===== src/rtl/eeprom_seq_pkg.sv =====
package eeprom_seq_pkg;
  // Sequencer phases
  typedef enum logic [3:0] {
    SQ_IDLE, SQ_OPC, SQ_ADDR, SQ_RD, SQ_WR, SQ_STAT, SQ_SRIN, SQ_LATCH, SQ_SKIP
  } seq_st_t;

  // Low three opcode bits (upper nibble must be zero, bit 3 ignored)
  localparam logic [2:0] OPL_WEN_SET = 3'b110;
  localparam logic [2:0] OPL_WEN_CLR = 3'b100;
  localparam logic [2:0] OPL_STAT_RD = 3'b101;
  localparam logic [2:0] OPL_STAT_WR = 3'b001;
  localparam logic [2:0] OPL_READ    = 3'b011;
  localparam logic [2:0] OPL_WRITE   = 3'b010;
endpackage


===== src/rtl/spi_pin_sync.sv =====
module spi_pin_sync #(
  parameter int W = 4,
  parameter int STAGES = 2,
  parameter logic [W-1:0] RV = '0
) (
  input  logic         clk,
  input  logic         rst_n,
  input  logic [W-1:0] d,
  output logic [W-1:0] q
);
  logic [W-1:0] stg [STAGES];

  always_ff @(posedge clk or negedge rst_n) begin
    if (!rst_n) begin
      for (int i = 0; i < STAGES; i++) stg[i] <= RV;
    end else begin
      stg[0] <= d;
      for (int i = 1; i < STAGES; i++) stg[i] <= stg[i-1];
    end
  end

  assign q = stg[STAGES-1];
endmodule


===== src/rtl/wr_timer.sv =====
module wr_timer #(
  parameter int CYC = 500000
) (
  input  logic clk,
  input  logic rst_n,
  input  logic start,
  output logic busy
);
  localparam int CW = $clog2(CYC + 1);
  localparam logic [CW-1:0] LOAD = CW'(CYC);

  logic [CW-1:0] cnt, cnt_n;

  always_comb begin
    cnt_n = cnt;
    if (start)         cnt_n = LOAD;
    else if (cnt != '0) cnt_n = cnt - 1'b1;
  end

  always_ff @(posedge clk or negedge rst_n) begin
    if (!rst_n) cnt <= '0;
    else        cnt <= cnt_n;
  end

  assign busy = (cnt != '0);

  // a busy period only ever opens right after a start request
  a_r9_busy_needs_start: assert property (@(posedge clk) disable iff (!rst_n)
    $rose(busy) |-> $past(start));
endmodule


===== src/rtl/spi_cmd_seq.sv =====
module spi_cmd_seq
  import eeprom_seq_pkg::*;
#(
  parameter int ADDR_W = 12,
  parameter int PAGE_W = 5
) (
  input  logic              clk,
  input  logic              rst_n,
  input  logic              sck_s,
  input  logic              si_s,
  input  logic              csn_s,
  input  logic              hold_s,
  input  logic              busy,
  input  logic [6:0]        stat_hi,
  input  logic [7:0]        mem_rdata,
  output logic              so,
  output logic              so_oe,
  output logic [ADDR_W-1:0] mem_addr,
  output logic              pg_we,
  output logic [ADDR_W-1:0] pg_addr,
  output logic [7:0]        pg_data,
  output logic              wr_commit,
  output logic              sr_commit,
  output logic [7:0]        sr_data,
  output logic              wen_set,
  output logic              wen_clr
);
  localparam int HI_W = ADDR_W - 8;

  seq_st_t           st, st_n;
  logic [2:0]        bitcnt, bitcnt_n, obit, obit_n, op, op_n;
  logic [7:0]        shin, shin_n;
  logic [6:0]        osh, osh_n;
  logic [ADDR_W-1:0] addr, addr_n, pga, pga_n;
  logic [7:0]        pgd, pgd_n, srd, srd_n;
  logic              aidx, aidx_n, hasd, hasd_n, so_r, so_n;
  logic              sck_q, csn_q;
  logic              pgw_n, wrc_n, src_n, wset_n, wclr_n;
  logic              pgw_r, wrc_r, src_r, wset_r, wclr_r;
  logic              act, rise, fall, cs_up, cs_dn, bdone;
  logic [7:0]        nbyte, obyte;

  always_comb begin
    act   = ~csn_s & hold_s;
    rise  = act & sck_s & ~sck_q;
    fall  = act & ~sck_s & sck_q;
    cs_up = csn_s & ~csn_q;
    cs_dn = ~csn_s & csn_q;
    nbyte = {shin[6:0], si_s};
    bdone = rise & (bitcnt == 3'd7);
    obyte = (st == SQ_STAT) ? {stat_hi, busy} : mem_rdata;

    st_n = st; bitcnt_n = bitcnt; obit_n = obit; op_n = op; shin_n = shin;
    osh_n = osh; addr_n = addr; pga_n = pga; pgd_n = pgd; srd_n = srd;
    aidx_n = aidx; hasd_n = hasd; so_n = so_r;
    pgw_n = 1'b0; wrc_n = 1'b0; src_n = 1'b0; wset_n = 1'b0; wclr_n = 1'b0;

    if (cs_up) begin
      st_n = SQ_IDLE;
      if (bitcnt == 3'd0) begin
        if (st == SQ_WR   && hasd) wrc_n = 1'b1;
        if (st == SQ_SRIN && hasd) src_n = 1'b1;
        if (st == SQ_LATCH) begin
          wset_n = (op == OPL_WEN_SET);
          wclr_n = (op == OPL_WEN_CLR);
        end
      end
    end else if (cs_dn) begin
      st_n = SQ_OPC; bitcnt_n = '0; obit_n = '0; aidx_n = 1'b0; hasd_n = 1'b0;
    end else begin
      if (rise) begin
        shin_n   = nbyte;
        bitcnt_n = bitcnt + 3'd1;
      end
      if (bdone) begin
        unique case (st)
          SQ_OPC: begin
            op_n = nbyte[2:0];
            st_n = SQ_SKIP;
            if (nbyte[7:4] == 4'd0) begin
              if (nbyte[2:0] == OPL_STAT_RD) st_n = SQ_STAT;
              else if (!busy) begin
                unique case (nbyte[2:0])
                  OPL_WEN_SET, OPL_WEN_CLR: st_n = SQ_LATCH;
                  OPL_STAT_WR:              st_n = SQ_SRIN;
                  OPL_READ, OPL_WRITE:      st_n = SQ_ADDR;
                  default:                  st_n = SQ_SKIP;
                endcase
              end
            end
          end
          SQ_ADDR: begin
            aidx_n = 1'b1;
            if (!aidx) addr_n[ADDR_W-1:8] = nbyte[HI_W-1:0];
            else begin
              addr_n[7:0] = nbyte;
              st_n = (op == OPL_READ) ? SQ_RD : SQ_WR;
            end
          end
          SQ_WR: begin
            pgw_n  = 1'b1;
            pga_n  = addr;
            pgd_n  = nbyte;
            hasd_n = 1'b1;
            addr_n = {addr[ADDR_W-1:PAGE_W], addr[PAGE_W-1:0] + 1'b1};
          end
          SQ_SRIN: begin
            srd_n  = nbyte;
            hasd_n = 1'b1;
          end
          default: ;
        endcase
      end
      if (fall && (st == SQ_RD || st == SQ_STAT)) begin
        obit_n = obit + 3'd1;
        if (obit == 3'd0) begin
          so_n  = obyte[7];
          osh_n = obyte[6:0];
          if (st == SQ_RD) addr_n = addr + 1'b1;
        end else begin
          so_n  = osh[6];
          osh_n = {osh[5:0], 1'b0};
        end
      end
    end
  end

  always_ff @(posedge clk or negedge rst_n) begin
    if (!rst_n) begin
      st <= SQ_IDLE; bitcnt <= '0; obit <= '0; op <= '0; shin <= '0; osh <= '0;
      addr <= '0; pga <= '0; pgd <= '0; srd <= '0; aidx <= 1'b0; hasd <= 1'b0;
      so_r <= 1'b0; sck_q <= 1'b0; csn_q <= 1'b1;
      pgw_r <= 1'b0; wrc_r <= 1'b0; src_r <= 1'b0; wset_r <= 1'b0; wclr_r <= 1'b0;
    end else begin
      st <= st_n; bitcnt <= bitcnt_n; obit <= obit_n; op <= op_n; shin <= shin_n;
      osh <= osh_n; addr <= addr_n; pga <= pga_n; pgd <= pgd_n; srd <= srd_n;
      aidx <= aidx_n; hasd <= hasd_n; so_r <= so_n; sck_q <= sck_s; csn_q <= csn_s;
      pgw_r <= pgw_n; wrc_r <= wrc_n; src_r <= src_n; wset_r <= wset_n; wclr_r <= wclr_n;
    end
  end

  assign so        = so_r;
  assign so_oe     = (st == SQ_RD || st == SQ_STAT) & ~csn_s & hold_s;
  assign mem_addr  = addr;
  assign pg_we     = pgw_r;
  assign pg_addr   = pga;
  assign pg_data   = pgd;
  assign wr_commit = wrc_r;
  assign sr_commit = src_r;
  assign sr_data   = srd;
  assign wen_set   = wset_r;
  assign wen_clr   = wclr_r;

  // at most one end-of-transfer request per cycle
  a_r2_single_request: assert property (@(posedge clk) disable iff (!rst_n)
    $onehot0({wrc_r, src_r, wset_r, wclr_r}));
  // array streaming never runs during an internal write
  a_r9_no_stream_busy: assert property (@(posedge clk) disable iff (!rst_n)
    (st == SQ_RD) |-> !busy);
endmodule


===== src/rtl/spi_eeprom_seq.sv =====
module spi_eeprom_seq #(
  parameter int ADDR_W    = 12,
  parameter int PAGE_W    = 5,
  parameter int SYNC_STG  = 2,
  parameter int WR_CYCLES = 500000
) (
  input  logic              clk,
  input  logic              rst_n,
  input  logic              sck,
  input  logic              cs_n,
  input  logic              si,
  input  logic              hold_n,
  output logic              so,
  output logic              so_oe,
  input  logic [6:0]        stat_hi,
  output logic [ADDR_W-1:0] mem_addr,
  input  logic [7:0]        mem_rdata,
  output logic              pg_we,
  output logic [ADDR_W-1:0] pg_addr,
  output logic [7:0]        pg_data,
  output logic              wr_commit,
  output logic              sr_commit,
  output logic [7:0]        sr_data,
  output logic              wen_set,
  output logic              wen_clr,
  output logic              busy
);
  logic [1:0] rst_pipe;
  logic       rst_sn;
  logic [3:0] pins_s;

  // Reset asserts at once, releases after two clean clocks
  always_ff @(posedge clk or negedge rst_n) begin
    if (!rst_n) rst_pipe <= 2'b00;
    else        rst_pipe <= {rst_pipe[0], 1'b1};
  end
  assign rst_sn = rst_pipe[1];

  spi_pin_sync #(.W(4), .STAGES(SYNC_STG), .RV(4'b1100)) u_sync (
    .clk(clk), .rst_n(rst_sn), .d({hold_n, cs_n, si, sck}), .q(pins_s)
  );

  spi_cmd_seq #(.ADDR_W(ADDR_W), .PAGE_W(PAGE_W)) u_seq (
    .clk(clk), .rst_n(rst_sn),
    .sck_s(pins_s[0]), .si_s(pins_s[1]), .csn_s(pins_s[2]), .hold_s(pins_s[3]),
    .busy(busy), .stat_hi(stat_hi), .mem_rdata(mem_rdata),
    .so(so), .so_oe(so_oe), .mem_addr(mem_addr),
    .pg_we(pg_we), .pg_addr(pg_addr), .pg_data(pg_data),
    .wr_commit(wr_commit), .sr_commit(sr_commit), .sr_data(sr_data),
    .wen_set(wen_set), .wen_clr(wen_clr)
  );

  wr_timer #(.CYC(WR_CYCLES)) u_timer (
    .clk(clk), .rst_n(rst_sn), .start(wr_commit | sr_commit), .busy(busy)
  );

  // every commit opens a busy period on the next cycle
  a_r9_busy_follows_commit: assert property (@(posedge clk) disable iff (!rst_sn)
    (wr_commit || sr_commit) |=> busy);
  // no page data is handed over while a write cycle runs
  a_r9_no_load_while_busy: assert property (@(posedge clk) disable iff (!rst_sn)
    pg_we |-> !busy);
endmodule


===== config.mk =====
export PLATFORM = sky130hd
export DESIGN_NAME = spi_eeprom_seq
export DESIGN_NICKNAME = d
export VERILOG_FILES = /design/src/rtl/eeprom_seq_pkg.sv /design/src/rtl/spi_pin_sync.sv /design/src/rtl/wr_timer.sv /design/src/rtl/spi_cmd_seq.sv /design/src/rtl/spi_eeprom_seq.sv
export SDC_FILE = /design/constraint.sdc
export NUM_CORES = 1
export LEC_CHECK = 0
export ABC_AREA = 1
export BUFFER_PORTS_ARGS = -buffer_cell sky130_fd_sc_hd__buf_2
export CAP_MARGIN = 10
export CORE_UTILIZATION = 57
export DETAILED_ROUTE_END_ITERATION = 8
export GPL_TIMING_DRIVEN = 0
export PLACE_DENSITY = 0.79
export REMOVE_ABC_BUFFERS = 1
export SYNTH_ARGS = -nofsm -noshare
export SYNTH_HDL_FRONTEND = slang
export SYNTH_SLANG_ARGS = --single-unit

===== constraint.sdc =====
create_clock -name clk -period 4.5 [get_ports clk]
set_input_delay 0.675 -clock clk [delete_from_list [all_inputs] [get_ports clk]]
set_output_delay 0.675 -clock clk [all_outputs]
set_load 0.02 [all_outputs]

Yosys cells after proc, flatten, opt, wreduce, memory -nomap -nowiden
Cells that the tools add are included.

storage, ports and cells
  output and inout port bits = 48
  bits of input ports = 21
  logic and storage cells = 142
  register bits = 106

cells by class
  bitwise operators = 17
  $add $sub $neg = 5
  muxes and demuxes = 48
  reductions and logical operators = 30
  eq/ne operators = 18

operators by type and width
  operator                                            count
  two-way mux 12 bit                                  4
  two-way mux 19 bit                                  2
  two-way mux 4 bit                                   8
  case mux 12 bit (2 select lines)                    1
  two-way mux 1 bit                                   23
  nonzero test 19 bit                                 1
  subtractor 19 x 1 -> 19 bit, second input constant  1
  == test 3 bit, second input constant                6
  == test 4 x 3 -> 1 bit, second input constant       4
  two-way mux 8 bit                                   2
  two-way mux 3 bit                                   5
  AND reduction 3 bit                                 5
  adder 12 x 1 -> 12 bit, second input constant       1
  case mux 4 bit (3 select lines)                     1
  AND reduction 4 bit                                 3
  nonzero test 2 bit                                  6
  bitwise AND 1 bit                                   10
  == test 3 x 2 -> 1 bit, second input constant       3
  == test 4 x 2 -> 1 bit, second input constant       2
  case mux 4 bit (2 select lines)                     1
  two-way mux 7 bit                                   1
  adder 3 x 1 -> 3 bit, second input constant         2
  logical NOT 3 bit                                   2
  inverter 1 bit                                      6
  12 further kinds                                    18

Longest topological paths before layout
  depth after elaboration = 10
  gate-level depth with buffers = 12

Modules after synthesis
From an unflattened synthesis, not the netlist that was laid out.

second synthesis, totals
  cell total of the unflattened synthesis = 703
  area, all modules = 5,524.0 um^2

modules (own cells, without submodules)
  module          sequential area each (um^2)  instances  area an instance (um^2)  cells each
  spi_cmd_seq     1,928.1                      1          3,977.6                  514
  wr_timer        475.5                        1          1,246.2                  171
  spi_pin_sync    205.2                        1          235.2                    12
  spi_eeprom_seq  50.0                         1          65.1                     6

Worst setup path before layout
Ideal clock, no wire load.

  path type = register to output
  from = register u_seq.st[1]
  to = output port so_oe
  path buffers = 2
  slack = 2.614 ns
  required time = 3.825 ns
  arrival time = 1.211 ns
  stages on the path, launching flop included = 6
  cells stage by stage = dfrtp_1 -> buf_4 -> nor2_4 -> nand2_2 -> buf_2 -> a21oi_1

on the way
  longest elaborated chain between the ends = 4
  elaborated cells between the ends (all ways) = 5
  those cells by class = eq/ne (2); bitwise (2); reduce/logical (1)

RTL lines
  item                                                              line                  RTL
  start, declared                                                   spi_cmd_seq.sv:30     seq_st_t st, st_n;
  start signal, assigned                                            spi_cmd_seq.sv:135    st <= st_n; bitcnt <= bitcnt_n; obit <= obit_n; op <= op_n; shin <= shin_n;
  == test 4 x 2 -> 1 bit or == test 4 x 3 -> 1 bit (tied branches)  spi_cmd_seq.sv:143    assign so_oe = (st == SQ_RD || st == SQ_STAT) & ~csn_s & hold_s;
  logical OR 1 bit *                                                spi_cmd_seq.sv:143
  bitwise AND 1 bit * (2 in series)                                 spi_cmd_seq.sv:143
  end, declared                                                     spi_eeprom_seq.sv:14  output logic so_oe,

Every way passes the cells marked *; elsewhere a longest branch is shown, timed or not.

Worst setup path after layout
  from = register u_seq.csn_q
  to = register u_seq.op[2]

on the way
  longest elaborated chain between the ends = 4
  elaborated cells between the ends (all ways) = 6
  those cells by class = bitwise (5); reduce/logical (1)

RTL lines
  item                             line                RTL
  start, declared                  spi_cmd_seq.sv:37   logic sck_q, csn_q;
  start signal, assigned           spi_cmd_seq.sv:137  aidx <= aidx_n; hasd <= hasd_n; so_r <= so_n; sck_q <= sck_s; csn_q <= csn_s;
  inverter 1 bit                   spi_cmd_seq.sv:47   cs_up = csn_s & ~csn_q;
  bitwise AND 1 bit                spi_cmd_seq.sv:47
  inverter 1 bit (no line)         --
  AND reduction 4 bit (no line) *  --
  end signal, assigned             spi_cmd_seq.sv:135
  end, declared                    spi_cmd_seq.sv:31   logic [2:0] bitcnt, bitcnt_n, obit, obit_n, op, op_n;

Marks and branches as above.
A chain may end at the register's enable or synchronous reset.

==> reports/qor.log <==
qor: outcome.outcome finished, final reports clean
qor: clock_network.cts_max_level 3
qor: global_routing.gr-total-overflow 0
qor: pwr.worst_ir_drop_vdd 0.2236 mV
qor: pwr.power.share.switching 26.51%
qor: synthesis.synth_top_family_by_area simple AND/OR/NAND/NOR gates
qor: clock_network.clock_sinks 106
qor: clock_network.worstSkewPairLatency 0.38 ns
qor: global_routing.grt_pass1_vias 4573
qor: synthesis.synth.area.top_cells dfrtp_1 (46%), nand2_1 (13%), inv_1 (5.6%)
qor: synthesis.ys_ff_latch 106
qor: placement.io_buffers 68
qor: clock_network.cts_buffers 9
qor: pwr.design_power_total 1.754 mW
qor: floorplan.design.die.area 10120 um2
qor: synthesis.synth_simple_gate_area_share 30.36%
qor: floorplan.x_dimension_of_the_die 100.6 um
qor: worst_setup_path.worstPathArrival 3.28 ns
qor: floorplan.core-area 9328 um2
qor: floorplan.count_of_standard_cell_rows 35
qor: sta.min_period 3.010 ns
qor: clock_network.cts_resized 0
qor: cells_and_area.most_common_cell_after_layout_fill_and_taps_aside nand2_1
qor: global_routing.antenna_found_initial 0
qor: sta.final-hold-violation-count 0
qor: drt.postRouteWirelength 12.10 mm
qor: placement.placed_area 5956 um2
qor: pwr.power_frac_clock 32.2%
qor: worst_setup_path.path_max_fanout 16
qor: drt.avgViaCountPerCell 5.355
qor: worst_setup_path.path_class flop to flop
qor: synthesis.synth_edf_count 0
qor: synthesis.synth_compound_area_share 10.34%
qor: pwr.net-switching-power 465.0 uW
qor: drt.detail-route-antenna-nets 0
qor: floorplan.floorplan.initialDensity 59.42%
qor: sta.slew_of_the_pin_with_the_lowest_slew_margin 1.032 ns
qor: drt.detailedRoute.firstIterationViolations 307
qor: cells_and_area.stdcell_area 6135 um2
qor: synthesis.synth-seq-area-share 47.97%
qor: synthesis.synth.mux.area_fraction 0%
qor: synthesis.synth_xor_xnor_area_share 0.9481%
qor: synthesis.synth.top_cell.area_share 45.60%
qor: pwr.cellInternalPower 1.289 mW
qor: job.cap_viol_max_count 0
qor: pwr.power.combinational.fraction 9.7%
qor: drt.route.detailed.drc 0
qor: synthesis.synth_ff_type dfrtp_1
qor: synthesis.ys_async_sr_fraction 100.0%
qor: global_routing.grt_start_max_net_pins 65
qor: clock_network.tritoncts built
qor: synthesis.post_synth_fa_ha_maj_area_fraction 2.257%
qor: cells_and_area.area_delta_synth_final 10.68%
qor: worst_setup_path.path_cells inv_1, ha_1, inv_1, nor2_2, nand4_1, nand2_1, o21ai_1
qor: pwr.p_seq_share 58.1%
qor: drt.detail_route.first_pass.iterations 5
qor: placement.detailedPlacementHpwl 8.619 mm
qor: placement.gp_routability_congestion 0.9138
qor: cells_and_area.most-common-layout-cells nand2_1 (187), dfrtp_1 (100), inv_1 (82), buf_2 (68), nor2_1 (63)
qor: worst_setup_path.worstSetupEndpointType flop
qor: worst_setup_path.cpMaxStageDelayCell ha_1
qor: global_routing.grt_pass1_wl 20.89 mm
qor: sta.skew 0.008573 ns
qor: drt.total_number_of_vias 4793
qor: synthesis.synth_cells 700
qor: cells_and_area.post_route_cells_drive_above_1_share 16.45%
qor: clock_network.post-cts-setup-buffers 0
qor: sta.final-max-slew-violation-count 0
qor: cells_and_area.diodes 0
qor: synthesis.syn-cell-area 5543 um2
qor: clock_network.postCtsHoldBufs 0
qor: min_path.hold_path.class input port to async pin
qor: worst_setup_path.max_stage_delay 0.69 ns
qor: clock_network.cts-root-to-sink-buffers 2
qor: floorplan.ioPinCount 69
qor: synthesis.netlist.top_cell.by_area dfrtp_1
qor: sta.layout_worst_path_cycle_share 66.90%
qor: clock_network.cts-root-buf clkbuf_8
qor: worst_setup_path.timing.critical_path.required 4.77 ns
qor: worst_setup_path.critical_path.startpoint_type flop
qor: worst_setup_path.crit_path_frequent_cell inv_1
qor: sta.fmax 332.2 MHz
qor: synthesis.synthesis.yosys.warnings 0
qor: drt.wl_per_cell 13.52 um
qor: sta.rsz0062_at_grt no
qor: synthesis.post_synth.cell_area_avg 7.918 um2
qor: pwr.power.density_cell_area 285.9 nW/um2
qor: floorplan.die_h 100.6 um
qor: sta.setup_tns 0 ns
qor: synthesis.synth.distinct_cells 40
qor: sta.slew-limit-headroom 31.04%
qor: sta.timing.final.setup_violations 0
qor: clock_network.clk_transition_reported_paths 0.09 ns
qor: pwr.power_leakage 3.285 nW
qor: cells_and_area.finish.net_count 792
qor: global_routing.grtUsageTotal 26.43%
synth_stat cells, types with 10 or more instances:
library cell	n
dfrtp_1	101
nor3_1	16
nor2_1	63
nand4_1	19
ha_1	10
a21oi_1	11
o21ai_0	38
o21ai_1	38
nand2_1	187
inv_1	82
nand3_1	47
area by class of cell:
type,instances,area (um2)
multi-input combinational,486,2437
tap,129,161.4
timing repair buffer,69,360.3
sequential,106,2663
clock buffer,13,138.9
inverter,89,334.1
fill,798,3193
clock inverter,3,40.04
cell families (layout without fill, tap and decap cells):
logic type | count (synthesis) | after routing
compound gates | 105 | 105
fa+ha+maj | 10 | 10
xor+xnor | 6 | 6
flops | 106 | 106
simple gates | 364 | 364
buf+inv | 108 | 174
other cells | 1 | 1
worst paths after layout:
check	startpoint	to	slack, ns	cells past startpoint
worst max-delay path	u_seq.csn_q$_DFF_PN1_	u_seq.op[2]$_DFFE_PN0P_	1.49	7
worst min-delay path	rst_n	rst_pipe[1]$_DFF_PN0_	0.05	1
worst max register to register	u_seq.csn_q$_DFF_PN1_	u_seq.op[2]$_DFFE_PN0P_	1.49	7
worst min register to register	u_sync.stg[5]$_DFF_PN0_	u_sync.q[1]$_DFF_PN0_	0.35	0
max in group asynchronous	rst_pipe[1]$_DFF_PN0_	u_sync.q[2]$_DFF_PN1_	3.31	1
min in group clk	u_sync.stg[5]$_DFF_PN0_	u_sync.q[1]$_DFF_PN0_	0.35	0
routing by layer:
layer,vias to the layer above,part of all wire [%],global-route usage [%]
li1,2386,-,-
met1,2244,46,36.08
met2,142,46,40.73
met3,21,6.5,6.588
met4,0,1.5,10.37
met5,-,0,0
worst max-delay path: cells and delay by family (launching register included):
kind	cells	cell delay, ns
AOI/OAI and AO/OA	1	0.08
adders and majority gates	1	0.69
buffers and inverters	2	0.55
DFF	1	0.54
and+or+nand+nor	3	1.03
flip-flops by register name, summed over array words and instances, names as in the netlist, 7 cells and up:
signal,flops
u_seq.pg_data,8
u_seq.sr_data,8
u_seq.mem_addr,12
u_seq.shin,7
u_seq.pg_addr,12
u_seq.osh,7
u_timer.cnt,19
power by group through the flow:
| stage | combinational, mW | sequential, mW | clock, mW |
|---|---|---|---|
| finish | 0.171 | 1.02 | 0.565 |
| floorplan | 0.116 | 1.03 | 0 |
| global route | 0.195 | 1.02 | 0.620 |
| detailed placement | 0.170 | 1.04 | 0 |
| CTS | 0.171 | 1.02 | 0.583 |
| global placement | 0.156 | 1.04 | 0 |
through the flow:
| step | instances | worst slack [ns] | hold WS (ns) | util (%) |
|---|---|---|---|---|
| after detailed placement | 879 | 1.533 | 0.3347 | 63.85 |
| after CTS | 895 | 1.512 | 0.04462 | 65.77 |
| after global routing | 895 | 1.258 | 0.02938 | 65.77 |
| final | 895 | 1.490 | 0.05484 | 65.77 |
| after floorplan | 681 | 1.337 | 0.3312 | - |
| after global placement | 878 | 0.2744 | 0.3329 | 63.59 |
No activity file was read; power rests on OpenSTA's default activity.
